<file path="config.mk">
export PLATFORM = sky130hd
export DESIGN_NAME = twc_lock_bank
export DESIGN_NICKNAME = d
export VERILOG_FILES = /design/src/rtl/twc_pkg.sv /design/src/rtl/twc_cfg_reg.sv /design/src/rtl/twc_data_reg.sv /design/src/rtl/twc_read_fsm.sv /design/src/rtl/twc_lock_bank.sv
export SDC_FILE = /design/constraint.sdc
export NUM_CORES = 1
export LEC_CHECK = 0
export CAP_MARGIN = 30
export CORE_MARGIN = 3
export CORE_UTILIZATION = 49
export CTS_CLUSTER_DIAMETER = 60
export DETAILED_ROUTE_END_ITERATION = 12
export HOLD_SLACK_MARGIN = 0.03
export PLACE_DENSITY = 0.81
export RECOVER_POWER = 25
export SLEW_MARGIN = 20
export SYNTH_ARGS = -nofsm -noshare
export SYNTH_HDL_FRONTEND = slang
export SYNTH_SLANG_ARGS = --single-unit
</file>
<file path="constraint.sdc">
create_clock -name clk -period 4.94 [get_ports clk]
set_clock_uncertainty 0.2 [all_clocks]
set_input_delay 0.988 -clock clk [delete_from_list [all_inputs] [get_ports clk]]
set_output_delay 0.988 -clock clk [all_outputs]
set_load 0.005 [all_outputs]
</file>
<file path="src/rtl/twc_pkg.sv">
package twc_pkg;
    localparam int ADR_W = 3;

    localparam logic [ADR_W-1:0] ADR_CFG    = 3'd0;
    localparam logic [ADR_W-1:0] ADR_PSC    = 3'd1;
    localparam logic [ADR_W-1:0] ADR_PRESET = 3'd2;
    localparam logic [ADR_W-1:0] ADR_WDCNT  = 3'd3;
    localparam logic [ADR_W-1:0] ADR_TCTL   = 3'd4;

    localparam int LK_CFG   = 0;
    localparam int LK_PSC   = 1;
    localparam int LK_PRE   = 2;
    localparam int LK_WDC   = 3;
    localparam int LOCK_N   = 4;
    localparam int CF_WDCLK = 4;
    localparam int CF_MATCH = 5;
    localparam int CFG_W    = 6;

    typedef enum logic [1:0] {
        RD_IDLE,
        RD_OPEN,
        RD_MASK,
        RD_VOID
    } rd_state_e;
endpackage

</file>
<file path="src/rtl/twc_cfg_reg.sv">
module twc_cfg_reg
    import twc_pkg::*;
#(
    parameter int BYTE_W = 8
) (
    input  logic              clk,
    input  logic              rst_n,
    input  logic              wr_hit,
    input  logic [CFG_W-1:0]  wdata,
    output logic [BYTE_W-1:0] cfg_q
);
    logic [BYTE_W-1:0] cfg_d;

    // lock bits only accumulate; mode bits follow the write; reserved stay 0
    always_comb begin
        cfg_d = '0;
        cfg_d[LOCK_N-1:0] = cfg_q[LOCK_N-1:0] | wdata[LOCK_N-1:0];
        cfg_d[CF_WDCLK]   = wdata[CF_WDCLK];
        cfg_d[CF_MATCH]   = wdata[CF_MATCH];
    end

    always_ff @(posedge clk or negedge rst_n) begin
        if (!rst_n) begin
            cfg_q <= '0;
        end else if (wr_hit && !cfg_q[LK_CFG]) begin
            cfg_q <= cfg_d;
        end
    end
endmodule

</file>
<file path="src/rtl/twc_data_reg.sv">
module twc_data_reg #(
    parameter int           W           = 8,
    parameter logic [W-1:0] INIT        = '0,
    parameter bit           REJECT_ZERO = 1'b0
) (
    input  logic         clk,
    input  logic         rst_n,
    input  logic         wr_hit,
    input  logic         locked,
    input  logic [W-1:0] wdata,
    output logic [W-1:0] q
);
    logic accept;

    generate
        if (REJECT_ZERO) begin : g_nonzero
            assign accept = wr_hit && !locked && (wdata != '0);
        end else begin : g_any
            assign accept = wr_hit && !locked;
        end
    endgenerate

    always_ff @(posedge clk or negedge rst_n) begin
        if (!rst_n) begin
            q <= INIT;
        end else if (accept) begin
            q <= wdata;
        end
    end
endmodule

</file>
<file path="src/rtl/twc_read_fsm.sv">
module twc_read_fsm
    import twc_pkg::*;
#(
    parameter int         DATA_W    = 16,
    parameter logic [7:0] MASK_BYTE = 8'hA5
) (
    input  logic              clk,
    input  logic              rst_n,
    input  logic              rd_req,
    input  logic [ADR_W-1:0]  addr,
    input  logic              tgt_locked,
    input  logic              tgt_mapped,
    input  logic              is_word,
    input  logic [DATA_W-1:0] open_data,
    output logic [ADR_W-1:0]  addr_q,
    output logic [DATA_W-1:0] rdata
);
    localparam int              REPS        = DATA_W / 8;
    localparam logic [DATA_W-1:0] MASK_WIDE   = {REPS{MASK_BYTE}};
    localparam logic [DATA_W-1:0] MASK_NARROW = {{(DATA_W-8){1'b0}}, MASK_BYTE};

    rd_state_e state_q, state_d;

    always_comb begin
        state_d = RD_IDLE;
        if (rd_req) begin
            if (!tgt_mapped) begin
                state_d = RD_VOID;
            end else if (tgt_locked) begin
                state_d = RD_MASK;
            end else begin
                state_d = RD_OPEN;
            end
        end
    end

    always_ff @(posedge clk or negedge rst_n) begin
        if (!rst_n) begin
            state_q <= RD_IDLE;
        end else begin
            state_q <= state_d;
        end
    end

    always_ff @(posedge clk or negedge rst_n) begin
        if (!rst_n) begin
            addr_q <= '0;
        end else if (rd_req) begin
            addr_q <= addr;
        end
    end

    always_comb begin
        unique case (state_q)
            RD_IDLE: rdata = '0;
            RD_OPEN: rdata = open_data;
            RD_MASK: rdata = is_word ? MASK_WIDE : MASK_NARROW;
            RD_VOID: rdata = '0;
        endcase
    end
endmodule

</file>
<file path="src/rtl/twc_lock_bank.sv">
module twc_lock_bank
    import twc_pkg::*;
#(
    parameter int                DATA_W      = 16,
    parameter int                BYTE_W      = 8,
    parameter int                PSC_W       = 3,
    parameter logic [DATA_W-1:0] PRESET_INIT = 16'hFFFF,
    parameter logic [7:0]        MASK_BYTE   = 8'hA5
) (
    input  logic              clk,
    input  logic              rst_n,
    input  logic [ADR_W-1:0]  bus_addr,
    input  logic              bus_wr,
    input  logic              bus_rd,
    input  logic [DATA_W-1:0] bus_wdata,
    output logic [DATA_W-1:0] bus_rdata,
    output logic              wd_clk_sel,
    output logic              wd_match_mode,
    output logic [PSC_W-1:0]  prescale_sel,
    output logic [DATA_W-1:0] t0_preset,
    output logic [BYTE_W-1:0] wd_count,
    output logic [BYTE_W-1:0] t0_ctrl
);
    localparam int BYTE_PAD = DATA_W - BYTE_W;
    localparam int PSC_PAD  = DATA_W - PSC_W;

    logic [BYTE_W-1:0] cfg_q;
    logic              tgt_locked, tgt_mapped, is_word;
    logic [ADR_W-1:0]  rd_addr_q;
    logic [DATA_W-1:0] open_data;

    twc_cfg_reg #(.BYTE_W(BYTE_W)) i_cfg (
        .clk   (clk),
        .rst_n (rst_n),
        .wr_hit(bus_wr && bus_addr == ADR_CFG),
        .wdata (bus_wdata[CFG_W-1:0]),
        .cfg_q (cfg_q)
    );

    twc_data_reg #(.W(PSC_W), .INIT('0), .REJECT_ZERO(1'b0)) i_psc (
        .clk   (clk),
        .rst_n (rst_n),
        .wr_hit(bus_wr && bus_addr == ADR_PSC),
        .locked(cfg_q[LK_PSC]),
        .wdata (bus_wdata[PSC_W-1:0]),
        .q     (prescale_sel)
    );

    twc_data_reg #(.W(DATA_W), .INIT(PRESET_INIT), .REJECT_ZERO(1'b1)) i_preset (
        .clk   (clk),
        .rst_n (rst_n),
        .wr_hit(bus_wr && bus_addr == ADR_PRESET),
        .locked(cfg_q[LK_PRE]),
        .wdata (bus_wdata),
        .q     (t0_preset)
    );

    twc_data_reg #(.W(BYTE_W), .INIT('0), .REJECT_ZERO(1'b0)) i_wdcnt (
        .clk   (clk),
        .rst_n (rst_n),
        .wr_hit(bus_wr && bus_addr == ADR_WDCNT),
        .locked(cfg_q[LK_WDC]),
        .wdata (bus_wdata[BYTE_W-1:0]),
        .q     (wd_count)
    );

    // control byte shares the reload-word lock
    twc_data_reg #(.W(BYTE_W), .INIT('0), .REJECT_ZERO(1'b0)) i_tctl (
        .clk   (clk),
        .rst_n (rst_n),
        .wr_hit(bus_wr && bus_addr == ADR_TCTL),
        .locked(cfg_q[LK_PRE]),
        .wdata (bus_wdata[BYTE_W-1:0]),
        .q     (t0_ctrl)
    );

    always_comb begin
        tgt_mapped = 1'b1;
        unique case (bus_addr)
            ADR_CFG:              tgt_locked = cfg_q[LK_CFG];
            ADR_PSC:              tgt_locked = cfg_q[LK_PSC];
            ADR_PRESET, ADR_TCTL: tgt_locked = cfg_q[LK_PRE];
            ADR_WDCNT:            tgt_locked = cfg_q[LK_WDC];
            default: begin
                tgt_locked = 1'b0;
                tgt_mapped = 1'b0;
            end
        endcase
    end

    always_comb begin
        is_word = (rd_addr_q == ADR_PRESET);
        unique case (rd_addr_q)
            ADR_CFG:    open_data = {{BYTE_PAD{1'b0}}, cfg_q};
            ADR_PSC:    open_data = {{PSC_PAD{1'b0}}, prescale_sel};
            ADR_PRESET: open_data = t0_preset;
            ADR_WDCNT:  open_data = {{BYTE_PAD{1'b0}}, wd_count};
            ADR_TCTL:   open_data = {{BYTE_PAD{1'b0}}, t0_ctrl};
            default:    open_data = '0;
        endcase
    end

    twc_read_fsm #(.DATA_W(DATA_W), .MASK_BYTE(MASK_BYTE)) i_rd (
        .clk       (clk),
        .rst_n     (rst_n),
        .rd_req    (bus_rd),
        .addr      (bus_addr),
        .tgt_locked(tgt_locked),
        .tgt_mapped(tgt_mapped),
        .is_word   (is_word),
        .open_data (open_data),
        .addr_q    (rd_addr_q),
        .rdata     (bus_rdata)
    );

    assign wd_clk_sel    = cfg_q[CF_WDCLK];
    assign wd_match_mode = cfg_q[CF_MATCH];
endmodule

</file>
# After elaboration in Yosys (flattened, before gate mapping)
# Index checks and enable logic that the tools add are counted.
word_totals:
  reg_bits: 46
  out_inout_bits: 53
classes:
  n_bitwise: 1
  mux: 8
  n_eq_ne: 11
  n_reduce_logical: 22
op_table:
  columns: ["op", "count"]
  rows:
  - ["16-bit case mux with 5 select lines", 1]
  - ["16-bit case mux with 3 select lines", 1]
  - ["16-bit two-way mux", 1]
  - ["16-bit nonzero test", 1]
  - ["3-bit by 2-bit == test with 1-bit output (second input constant)", 4]
  - ["1-bit logical AND", 11]
  - ["3-bit by 1-bit == test with 1-bit output (second input constant)", 2]
  - ["3-bit == test (second input constant)", 2]
  - ["3-bit logical NOT", 2]
  - ["2-bit two-way mux", 3]
  - ["5-bit OR reduction", 1]
  - ["2-bit == test (second input constant)", 2]
  - ["1-bit logical NOT", 4]
  - ["4-bit OR", 1]
  - ["1-bit case mux with 4 select lines", 1]
  - ["2-bit OR reduction", 2]
  - ["2-bit by 1-bit == test with 1-bit output (second input constant)", 1]
  - ["2-bit logical NOT", 1]
  - ["1-bit two-way mux", 1]

# Logic depth before layout (Yosys ltp)
depth:
  depth_word: 6
  ltp_mapped: 5

# Modules after synthesis
# From an unflattened synthesis, not the netlist that was laid out.
hier_totals:
  cells_unflattened: 197
  area_unflattened_um2: 2606.2
modules_own_cells:
  columns: ["module", "area_each_um2", "instances", "seq_area_each_um2", "cells_per_inst"]
  rows:
  - ["twc_data_reg at i_preset", 696.9, 1, 420.4, 39]
  - ["twc_data_reg at i_tctl ...", 345.3, 2, 200.2, 18]
  - ["twc_lock_bank", 490.5, 1, 0.0, 68]
  - ["twc_read_fsm", 346.6, 1, 125.1, 31]
  - ["twc_cfg_reg", 247.7, 1, 150.1, 16]
  - ["twc_data_reg at i_psc", 133.9, 1, 75.1, 7]

# Least setup slack after synthesis
# No wires, ideal clock.
synth_path:
  path_type: "register to output"
  start: "register i_rd.addr_q[1]"
  end: "output port bus_rdata[0]"
  required_ns: 3.752
  path_buffers: 1
  path_stages_with_launch: 6
  path_slack_ns: 2.527
  t_arrival_ns: 1.225
  path_cell_list: "dfrtp_1 > buf_2 > nor2_1 > a22oi_1 > o22a_1 > o21ai_0"
synth_between:
  elab_chain_len: 3
  word_cells_on_any_way: 7
synth_rtl:
  columns: ["item", "line_no", "source"]
  rows:
  - ["from (decl)", "twc_read_fsm.sv:15", "output logic [ADR_W-1:0] addr_q,"]
  - ["from (signal assigned)", "twc_read_fsm.sv:49", "addr_q <= addr;"]
  - ["3-bit == test (tied with other cells)", "twc_lock_bank.sv:93", "unique case (rd_addr_q)"]
  - ["16-bit case mux with 5 select lines (*)", "twc_lock_bank.sv:93", null]
  - ["16-bit case mux with 3 select lines (*)", "twc_read_fsm.sv:54", "unique case (state_q)"]
  - ["to (decl)", "twc_lock_bank.sv:16", "output logic [DATA_W-1:0] bus_rdata,"]
# Mark *: on every way between the ends. The rest lies on a longest branch, timed or not.

# Worst setup path after layout
# Same ends and word-level chain as after synthesis.

==> summary.md <==
| Metric | Value |
|---|---|
| Outcome | complete, no violations |
| Crit path launch type | flip-flop |
| CTS root buf | clkbuf_8 |
| Hold_sp | i_tctl.q[7] |
| DP Wirelength | around 4300 um |
| Fmax achieved | ~260 MHz |
| Routed Wire Length | 6010 um |
| Layout cells sized above 1 | approximately 27% |
| Worst slew margin | a little over 2% |
| Hold depth | 1 |
| Initial antenna violation count | 0 |
| DRT iter0 DRCs | 106 |
| Largest net degree at the start of global routing | 28 |
| Yosys Warn Count | 0 |
| Antenna-violating nets left | 0 |
| Number of global-route vias before repair | about 1800 |
| Clk buf depth | 2 |
| Global-route usage over all layers | a little under a quarter |
| Register area share after synthesis | approximately half |
| Hold_buf cts | 0 |
| Die extent in x | ~75 um |
| Syn Nets | roughly 210 |
| PD cells | about 390 nW/um^2 |
| Vias | roughly 1800 |
| Syn_area_per_cell | ~12 um^2 |
| MaxCap Viol Count | 0 |
| Via-to-Cell Ratio | ~5.8 |
| R2r startpoint | i_cfg.cfg_q[3] |
| Nets | roughly 290 |
| Crit path required time | between 3 and 4 ns |
| Slew @ Worst Pin | between 1 and 1.5 ns |
| Most frequent cells in the layout | clkdlybuf4s50_1, mux2_2, dfrtp_1 |
| TritonCTS Buffers | 5 |
| Final Setup Violations | 0 |
| Part of the cycle the worst path needs | ~79% |
| Setup bufs post-CTS | 0 |
| Effective utilization at floorplan | between 50% and 60% |
| FF+latch count, synth | 46 |
| Post-synthesis cell area | 2330 um^2 |
| CTS clk-pin slew, worst paths | ~0.08 ns |
| Standard-cell row count | 24 |
| Final total negative setup slack | 0 ns |
| Critical path peak fanout | 14 |
| Later-pin clock latency in the skew report | 0.30 ns |
| Reg2reg setup slack | 3.23 ns |
| Unrepaired setup endpoints after global routing | false |
| Crit path from | i_rd.addr_q[1] |
| Die ar. | 5630 um^2 |
| Main synth FF type | dfrtp_1 |
| WHS Endpoint | i_tctl.q[7] |
| Residual DRC | 0 |
| Final worst slack | 1.05 ns |
| Die Y | about 75 um |
| Distinct cells, synth | 39 |
| Synth async-reset ratio | 100% |
| Commonest non-fill, non-tap cell in the layout | clkdlybuf4s50_1 |
| Final Hold Vio Count | 0 |
| Routed len/inst | 19.0 um |
| CTS tree | built |
| Leakage power | between 1 and 1.5 nW |
| Reg2reg path depth | 2 |
| Post-CTS sizing | 0 |
| EDFF count, synth | 0 |
| First-pass DRT Iterations | 4 |
| Crit path DAT | between 2 and 3 ns |
| Slew Viols, Final | 0 |
| IO Port Bufs | 75 |
| Num Clock Sinks | 46 |
| Worst hold path type | flip-flop to flip-flop |
| Minimum clock period | 3.89 ns |
| Core ar. | about 4500 um^2 |
| Layout area overhead | 36.1% |
| First-pass GRT wire length | 9360 um |
| Ports | 76 |
| Maximum vdd drop | 0.257 mV |
| Pre-CTS setup slack | 1.41 ns |
| H-tree depth | 2 |
| Mapped Cells | 190 |
| FF-to-FF End | i_wdcnt.q[0] |
| Fill count | about 330 |
| Total gr overflow | 0 |
| WS Path Type | flip-flop to output pin |
| Critical path endpoint category | output pin |
| GPL Wtd Cong | 0.828 |
| Antenna cells | 0 |
## worst max-delay path, stage by stage, from the launching register on
cell and delay, ns:
dfrtp_1 0.67, nor2b_1 0.63, a22oi_1 0.19, o22a_1 0.22, o21ai_0 0.16, clkdlybuf4s50_1 0.53
## worst max path at each step
stage | endpoint | slack (ns) | depth (start not counted)
floorplan | bus_rdata[0] | 2.53 | 5
global placement | bus_rdata[0] | 1.53 | 5
detailed placement | bus_rdata[12] | 1.41 | 5
CTS | bus_rdata[12] | 1.07 | 5
global route | bus_rdata[14] | 0.80 | 5
finish | bus_rdata[0] | 1.05 | 5
## synth_stat cells (all sizes together), types with 2 or more instances
cell | n | share of area (%)
dfstp | 16 | 18
o21a | 2 | 0.64
a21oi | 10 | 2.1
dfrtp | 30 | 32
nand4b | 2 | 1.7
a31oi | 2 | 0.54
o21ai | 8 | 1.7
mux2 | 41 | 20
clkbuf | 3 | 0.48
nand3 | 7 | 1.5
a21o | 3 | 0.97
mux2i | 5 | 2.1
nand3b | 3 | 0.97
nor2b | 4 | 1.4
a22oi | 4 | 1.3
buf | 7 | 2.1
nand2b | 6 | 1.6
nand2 | 8 | 1.6
and2 | 4 | 1.1
nor4 | 4 | 1.1
nand4 | 2 | 0.54
nor2 | 8 | 1.3
## where the power goes
group	switching, mW	total (mW)	internal, mW	leakage, nW
Clock	0.124	0.238	0.114	0.0455
Sequential	0.0967	0.588	0.491	0.525
Combinational	0.129	0.402	0.273	0.687
## sequential cells by signal (all words and copies together), names as in the netlist
name / count
i_psc.q: 3
i_preset.q: 16
i_rd.addr_q: 3
i_rd.state_q: 2
i_tctl.q: 8
i_cfg.cfg_q: 6
i_wdcnt.q: 8
## layout make-up
class | count | area [um^2] | share of cell area [%]
Sequential cell | 46 | 1170 | 36.9
Tap cell | 52 | 65.1 | 2.05
Timing Repair Buffer | 76 | 748 | 23.6
Multi-Input combinational cell | 134 | 1100 | 34.7
Clock buffer | 8 | 90.1 | 2.84
## cell families (layout without fill, tap and decap cells)
logic type	after synthesis	after routing	synth area share [%]
AND/OR/NAND/NOR	52	52	14.5
multiplexers	47	47	23.1
flip-flops	46	46	50.2
AO/OA/AOI/OAI	34	34	9.22
buffers and inverters	10	84	2.63
XOR/XNOR	1	1	0.375
## per-stage QoR
step | power, mW | std cells | utilization (%) | hold slack, ns | instance area (um^2)
2_1_floorplan | 0.736 | 190 | - | 0.267 | 2330
3_3_place_gp | 0.982 | 307 | 68.9 | 0.296 | 3080
3_5_place_dp | 0.996 | 308 | 69.4 | 0.320 | 3100
4_1_cts | 1.24 | 316 | 71.4 | 0.351 | 3190
5_1_grt | 1.29 | 316 | 71.0 | 0.365 | 3180
6_report | 1.23 | 316 | 71.0 | 0.344 | 3180
## layer usage
metal / vias up / part of all wire [%] / track usage (%)
met3: 7 / 6.1 / 5.07
met4: 0 / 0.95 / 5.34
met1: 919 / 47 / 33.0
li1: 839 / - / -
met5: - / 0 / 0
met2: 64 / 46 / 34.4
No activity file was read; power rests on OpenSTA's default activity.
